`src/rtl/srp_pkg.sv`:
```
package srp_pkg;
    localparam int DATA_W  = 8;
    localparam int FIELD_W = 3;
    localparam int GROUP_W = DATA_W - 2 * FIELD_W;
    localparam logic [FIELD_W-1:0] MEM_CODE = 3'b110;
    localparam logic [GROUP_W-1:0] GROUP_CODE = '0;

    typedef enum logic [FIELD_W-1:0] {
        OP_ROT_L      = 3'd0,
        OP_ROT_R      = 3'd1,
        OP_RCY_L      = 3'd2,
        OP_RCY_R      = 3'd3,
        OP_SHL_ARITH  = 3'd4,
        OP_SHR_ARITH  = 3'd5,
        OP_SHL_ONE    = 3'd6,
        OP_SHR_LOGIC  = 3'd7
    } sr_op_e;

    typedef struct packed {
        logic sign;
        logic zero;
        logic half;
        logic parity;
        logic sub;
        logic carry;
    } sr_flags_t;

    typedef struct packed {
        logic               valid;
        logic [DATA_W-1:0]  result;
        sr_flags_t          flags;
        logic [FIELD_W-1:0] reg_sel;
        logic               mem_sel;
    } sr_out_t;
endpackage

```
`src/rtl/srp_decode.sv`:
```
module srp_decode
    import srp_pkg::*;
(
    input  logic [DATA_W-1:0]  op_byte,
    output logic               group_hit,
    output sr_op_e             op,
    output logic [FIELD_W-1:0] reg_sel,
    output logic               mem_sel
);
    always_comb begin
        group_hit = (op_byte[DATA_W-1 -: GROUP_W] == GROUP_CODE);
        op        = sr_op_e'(op_byte[2*FIELD_W-1 -: FIELD_W]);
        reg_sel   = op_byte[FIELD_W-1:0];
        mem_sel   = (op_byte[FIELD_W-1:0] == MEM_CODE);
    end
endmodule

```
`src/rtl/srp_core.sv`:
```
module srp_core
    import srp_pkg::*;
(
    input  sr_op_e            op,
    input  logic [DATA_W-1:0] a,
    input  logic              cin,
    output logic [DATA_W-1:0] res,
    output logic              cout
);
    localparam int MSB = DATA_W - 1;

    always_comb begin
        res  = '0;
        cout = 1'b0;
        unique case (op)
            OP_ROT_L:     begin res = {a[MSB-1:0], a[MSB]};  cout = a[MSB]; end
            OP_ROT_R:     begin res = {a[0], a[MSB:1]};      cout = a[0];   end
            OP_RCY_L:     begin res = {a[MSB-1:0], cin};     cout = a[MSB]; end
            OP_RCY_R:     begin res = {cin, a[MSB:1]};       cout = a[0];   end
            OP_SHL_ARITH: begin res = {a[MSB-1:0], 1'b0};    cout = a[MSB]; end
            OP_SHR_ARITH: begin res = {a[MSB], a[MSB:1]};    cout = a[0];   end
            OP_SHL_ONE:   begin res = {a[MSB-1:0], 1'b1};    cout = a[MSB]; end
            OP_SHR_LOGIC: begin res = {1'b0, a[MSB:1]};      cout = a[0];   end
            default:      begin res = '0;                    cout = 1'b0;   end
        endcase
    end
endmodule

```
`src/rtl/srp_flags.sv`:
```
module srp_flags
    import srp_pkg::*;
(
    input  logic [DATA_W-1:0] res,
    input  logic              cout,
    output sr_flags_t         flags
);
    always_comb begin
        flags.sign   = res[DATA_W-1];
        flags.zero   = (res == '0);
        flags.half   = 1'b0;
        flags.parity = ~^res;
        flags.sub    = 1'b0;
        flags.carry  = cout;
    end
endmodule

```
`src/rtl/shift_rotate_unit.sv`:
```
module shift_rotate_unit
    import srp_pkg::*;
(
    input  logic               clk,
    input  logic               rst_n,
    input  logic               in_valid,
    input  logic [DATA_W-1:0]  op_byte,
    input  logic [DATA_W-1:0]  operand,
    input  logic               carry_in,
    output logic               out_valid,
    output logic [DATA_W-1:0]  result,
    output logic               flag_sign,
    output logic               flag_zero,
    output logic               flag_half,
    output logic               flag_parity,
    output logic               flag_sub,
    output logic               flag_carry,
    output logic [FIELD_W-1:0] reg_sel,
    output logic               mem_sel
);
    logic               group_hit;
    sr_op_e             op;
    logic [FIELD_W-1:0] dec_reg;
    logic               dec_mem;
    logic [DATA_W-1:0]  core_res;
    logic               core_cout;
    sr_flags_t          core_flags;
    sr_out_t            out_d, out_q;

    srp_decode u_decode (
        .op_byte   (op_byte),
        .group_hit (group_hit),
        .op        (op),
        .reg_sel   (dec_reg),
        .mem_sel   (dec_mem)
    );

    srp_core u_core (
        .op   (op),
        .a    (operand),
        .cin  (carry_in),
        .res  (core_res),
        .cout (core_cout)
    );

    srp_flags u_flags (
        .res   (core_res),
        .cout  (core_cout),
        .flags (core_flags)
    );

    always_comb begin
        out_d       = out_q;
        out_d.valid = 1'b0;
        if (in_valid && group_hit) begin
            out_d.valid   = 1'b1;
            out_d.result  = core_res;
            out_d.flags   = core_flags;
            out_d.reg_sel = dec_reg;
            out_d.mem_sel = dec_mem;
        end
    end

    always_ff @(posedge clk) begin
        if (!rst_n) out_q <= '0;
        else        out_q <= out_d;
    end

    assign out_valid   = out_q.valid;
    assign result      = out_q.result;
    assign flag_sign   = out_q.flags.sign;
    assign flag_zero   = out_q.flags.zero;
    assign flag_half   = out_q.flags.half;
    assign flag_parity = out_q.flags.parity;
    assign flag_sub    = out_q.flags.sub;
    assign flag_carry  = out_q.flags.carry;
    assign reg_sel     = out_q.reg_sel;
    assign mem_sel     = out_q.mem_sel;

    p_accept_r1: assert property (@(posedge clk) disable iff (!rst_n)
        (in_valid && op_byte[DATA_W-1 -: GROUP_W] == GROUP_CODE) |=> out_valid);

    p_ignore_r9: assert property (@(posedge clk) disable iff (!rst_n)
        (!in_valid || op_byte[DATA_W-1 -: GROUP_W] != GROUP_CODE)
            |=> (!out_valid && $stable(result) && $stable(reg_sel) && $stable(flag_carry)));

    p_left_carry_r2: assert property (@(posedge clk) disable iff (!rst_n)
        (in_valid && op_byte[DATA_W-1 -: GROUP_W] == GROUP_CODE && !op_byte[FIELD_W])
            |=> (flag_carry == $past(operand[DATA_W-1])));

    p_right_carry_r4: assert property (@(posedge clk) disable iff (!rst_n)
        (in_valid && op_byte[DATA_W-1 -: GROUP_W] == GROUP_CODE && op_byte[FIELD_W])
            |=> (flag_carry == $past(operand[0])));

    p_set_one_r5: assert property (@(posedge clk) disable iff (!rst_n)
        (in_valid && op_byte == {GROUP_CODE, OP_SHL_ONE, op_byte[FIELD_W-1:0]})
            |=> (result[0] && result[DATA_W-1:1] == $past(operand[DATA_W-2:0])));

    p_fixed_flags_r6: assert property (@(posedge clk) disable iff (!rst_n)
        out_valid |-> (!flag_half && !flag_sub));

    p_mem_target_r7: assert property (@(posedge clk) disable iff (!rst_n)
        (in_valid && op_byte[DATA_W-1 -: GROUP_W] == GROUP_CODE)
            |=> (mem_sel == ($past(op_byte[FIELD_W-1:0]) == MEM_CODE)));
endmodule

```
`config.mk`:
```
export PLATFORM = sky130hd
export DESIGN_NAME = shift_rotate_unit
export DESIGN_NICKNAME = d
export VERILOG_FILES = /design/src/rtl/srp_pkg.sv /design/src/rtl/srp_decode.sv /design/src/rtl/srp_core.sv /design/src/rtl/srp_flags.sv /design/src/rtl/shift_rotate_unit.sv
export SDC_FILE = /design/constraint.sdc
export NUM_CORES = 1
export LEC_CHECK = 0
export BUFFER_PORTS_ARGS = -buffer_cell sky130_fd_sc_hd__buf_2
export CORE_MARGIN = 2
export CORE_UTILIZATION = 40
export DETAILED_ROUTE_END_ITERATION = 10
export PLACE_DENSITY = 0.74
export SETUP_SLACK_MARGIN = 0.05
export SLEW_MARGIN = 0
export SYNTH_ARGS = -nofsm -noshare
export SYNTH_HDL_FRONTEND = slang
export SYNTH_HIERARCHICAL = 1
export SYNTH_SLANG_ARGS = --single-unit
```
`constraint.sdc`:
```
create_clock -name clk -period 5.2 [get_ports clk]
set_clock_uncertainty 0.05 [all_clocks]
set_input_delay 0.78 -clock clk [delete_from_list [all_inputs] [get_ports clk]]
set_output_delay 0.78 -clock clk [all_outputs]
set_load 0.02 [all_outputs]
```
==> results.md <==
- Synth warn: 6
- CTS Buffer Depth: 2
- Clock root buffer: clkbuf_4
- Worst setup EP type: register
- Clock Sinks: 19
- Synth cell types: 24
- PwrDens: ~240 mW/mm²
- Crit Path Max Fanout: 12
- Leakage: a little under 0.6 nW
- Initial antenna violation count: 0
- Die X: 57.2 µm
- Remaining DRCs: 0
- WS Path Type: input pin to register
- CTS tree: done
- Pin count of the biggest net entering global routing: 38
- Post-cts gate resize count: 0
- Slew of the pin with the lowest slew margin: between 0.5 and 0.6 ns
- WP data arrival: approximately 2.3 ns
- Cts bufs inserted: 3
- CP startpoint kind: input pin
- Max VDD drop: 121 µV
- Dominant cell type by area after synthesis: dfxtp_1
- Setup Viol. Count Final: 0
- Number of flops mapped to enable cells by yosys: 0
- Top cells by count, synth: dfxtp_1 (19), nand2_1 (18), nand4_1 (18), buf_4 (14)
- Total gr overflow: 0
- Tcrit/Tclk final: 0.403
- Layout cell share with drive strength beyond 1: 0.399
- Drt total wl: 2.33 mm
- Hold_buf cts: 0
- Detail Route Antenna Nets: 0
- Post-Syn Instances: 130
- Ranking of synthesized cells by area: dfxtp_1 (34%), nand4_1 (9.9%), buf_4 (9.3%), o21ai_2 (7.7%), mux2_2 (7.0%)
- Wire per inst: 12.7 µm
- Peak Freq: 477 MHz
- H-tree depth: 1
- First-pass GRT wire length: 3.85 mm
- Mapped Avg Cell Area: 8.72 µm²
- DR pass1 iterations: 4
- Storage element area: 380 µm²
- Vias after detailed routing: 965
- Tmin final: 2.10 ns
- Multi-input logic area: 568 µm²
- Buffers on Ports: 38
- Gr usage total: 0.145
- Core area: 0.00273 mm²
- Slowest cell delay on critical path: 0.31 ns
- Ant. Diodes: 0
- Worst path cell trace: buf_2, nor4b_1, a21oi_1, o21ai_0, inv_1, ha_1, xnor2_1, xnor2_1, nand4_1, o21ai_0
- Final Net Count: 178
- Worst Path Required: ~5.4 ns
- RSZ-0062 raised after global routing: false
- Main flop type after synthesis: dfxtp_1
- Post-CTS Repair Setup Buffers: 0
- Rows: 19
- Vias in the first global route: 871
- Initial Util: 0.415
- DR vias/cell: around 5.2
- Post-DP HPWL: 1.66 mm
- Clk slew on worst S/H paths: 0.11 ns
- Register area share after synthesis: 0.336
- Die Height: 57.2 µm
- # IOs: 39
- GPL Wtd Cong: 0.784
- Worst min-delay path class: register to register
- P&R area growth vs syn: 9.49%
- Fill count: 281
- Largest delay contributor family on the critical path: simple AND/OR/NAND/NOR gates
- Seq cells post-synth: 19
- Initial DRC count: 21
- Final slew viol count: 0
- Synth top area share: 0.336
- Clock latency on the worst-skew pair: 0.29 ns
- Slew headroom: 0.606
- Synthesized cell area: 0.00113 mm²
- Tot Pwr: 0.294 mW
- Synth async-reset ratio: 0
- MaxCap Viol Count: 0
- Most frequent cell after synthesis: dfxtp_1
- Setup tns final: 0 ns
- Critical path buffers and inverters: 2
- Final hold vios: 0
- Die Area: 0.00328 mm²
- Status: finished clean
- Max stage delay cell, worst path: ha_1
==> path summary, 6_finish.rpt <==
path	from	to	slack [ns]	cells past startpoint
worst max-delay path	op_byte[3]	flag_parity	3.10	10
worst min-delay path	flag_carry	flag_carry	0.41	2
worst max register to register	flag_half	flag_half	4.53	2
worst min register to register	flag_carry	flag_carry	0.41	2
==> cell usage in the layout (no fill, tap or decap) <==
cell type and count:
and4_1 1, clkbuf_4 3, nor2_1 1, inv_1 8
conb_1 2, o21ai_2 10, and2_4 1, mux2i_1 1
ha_1 4, nand3b_1 1, xnor2_1 3, dfxtp_1 19
a21oi_1 1, o211ai_2 1, nor4b_1 1, and3b_1 1
buf_2 38, clkbuf_1 1, o21a_1 1, and3_1 1
o21ai_0 10, nand4_1 18, mux2_2 7, nand2_1 18
buf_4 1
==> tightest hold or removal path, cell delays in order, from the launching register on <==
cell and delay [ns]:
dfxtp_1 0.32, nand2_1 0.05, o21ai_0 0.06
==> routing by layer <==
metal | vias to the layer above | wire (µm) | part of all wire | track usage
met5 | - | 0 | 0 | 0
met4 | 0 | 16 | 0.0069 | 0.0498
met3 | 2 | 132 | 0.057 | 0.0227
met2 | 23 | 1090 | 0.47 | 0.246
met1 | 454 | 1090 | 0.47 | 0.188
li1 | 486 | - | - | -
==> final cells by class <==
class                           instances  share of cell area
Clock buffer                            4              0.0212
Sequential cell                        19               0.306
Timing Repair Buffer                   39               0.159
Inverter                                8              0.0242
Tap cell                               31              0.0313
Multi-Input combinational cell         83               0.458
==> metrics by stage <==
step                      instance area (µm²)  hold WS (ns)  utilization  setup WS [ns]  cells
after global placement                   1210         0.395        0.444           2.87    180
after global routing                     1240         0.434        0.454           2.95    184
after CTS                                1240         0.416        0.454           3.11    184
after detailed placement                 1210         0.400        0.444           2.80    180
final                                    1240         0.412        0.454           3.10    184
after floorplan                          1140         0.481            -           2.97    131
==> cell families (layout without fill, tap and decap cells) <==
group / after synthesis / after routing / synth area share
buffers and inverters: 29 / 51 / 0.167
adder cells (fa/ha/maj): 4 / 4 / 0.0442
other: 1 / 2 / 0.00331
multiplexers: 8 / 8 / 0.0784
AND/OR/NAND/NOR: 43 / 43 / 0.205
XOR/XNOR: 3 / 3 / 0.0232
AO/OA/AOI/OAI: 23 / 23 / 0.143
flip-flops: 19 / 19 / 0.336
==> registers in the layout, summed over array words and instances (netlist names) <==
signal       count
flag_half        1
flag_parity      1
reg_sel          3
mem_sel          1
result           8
flag_sign        1
out_valid        1
flag_sub         1
flag_zero        1
flag_carry       1
==> power breakdown <==
| group | internal (mW) | switching [mW] | leakage [nW] |
|---|---|---|---|
| Combinational | 0.0281 | 0.0393 | 0.408 |
| Clock | 0.0298 | 0.0433 | 0.0150 |
| Sequential | 0.151 | 0.00235 | 0.154 |
Power figures use the tool's default switching activity.
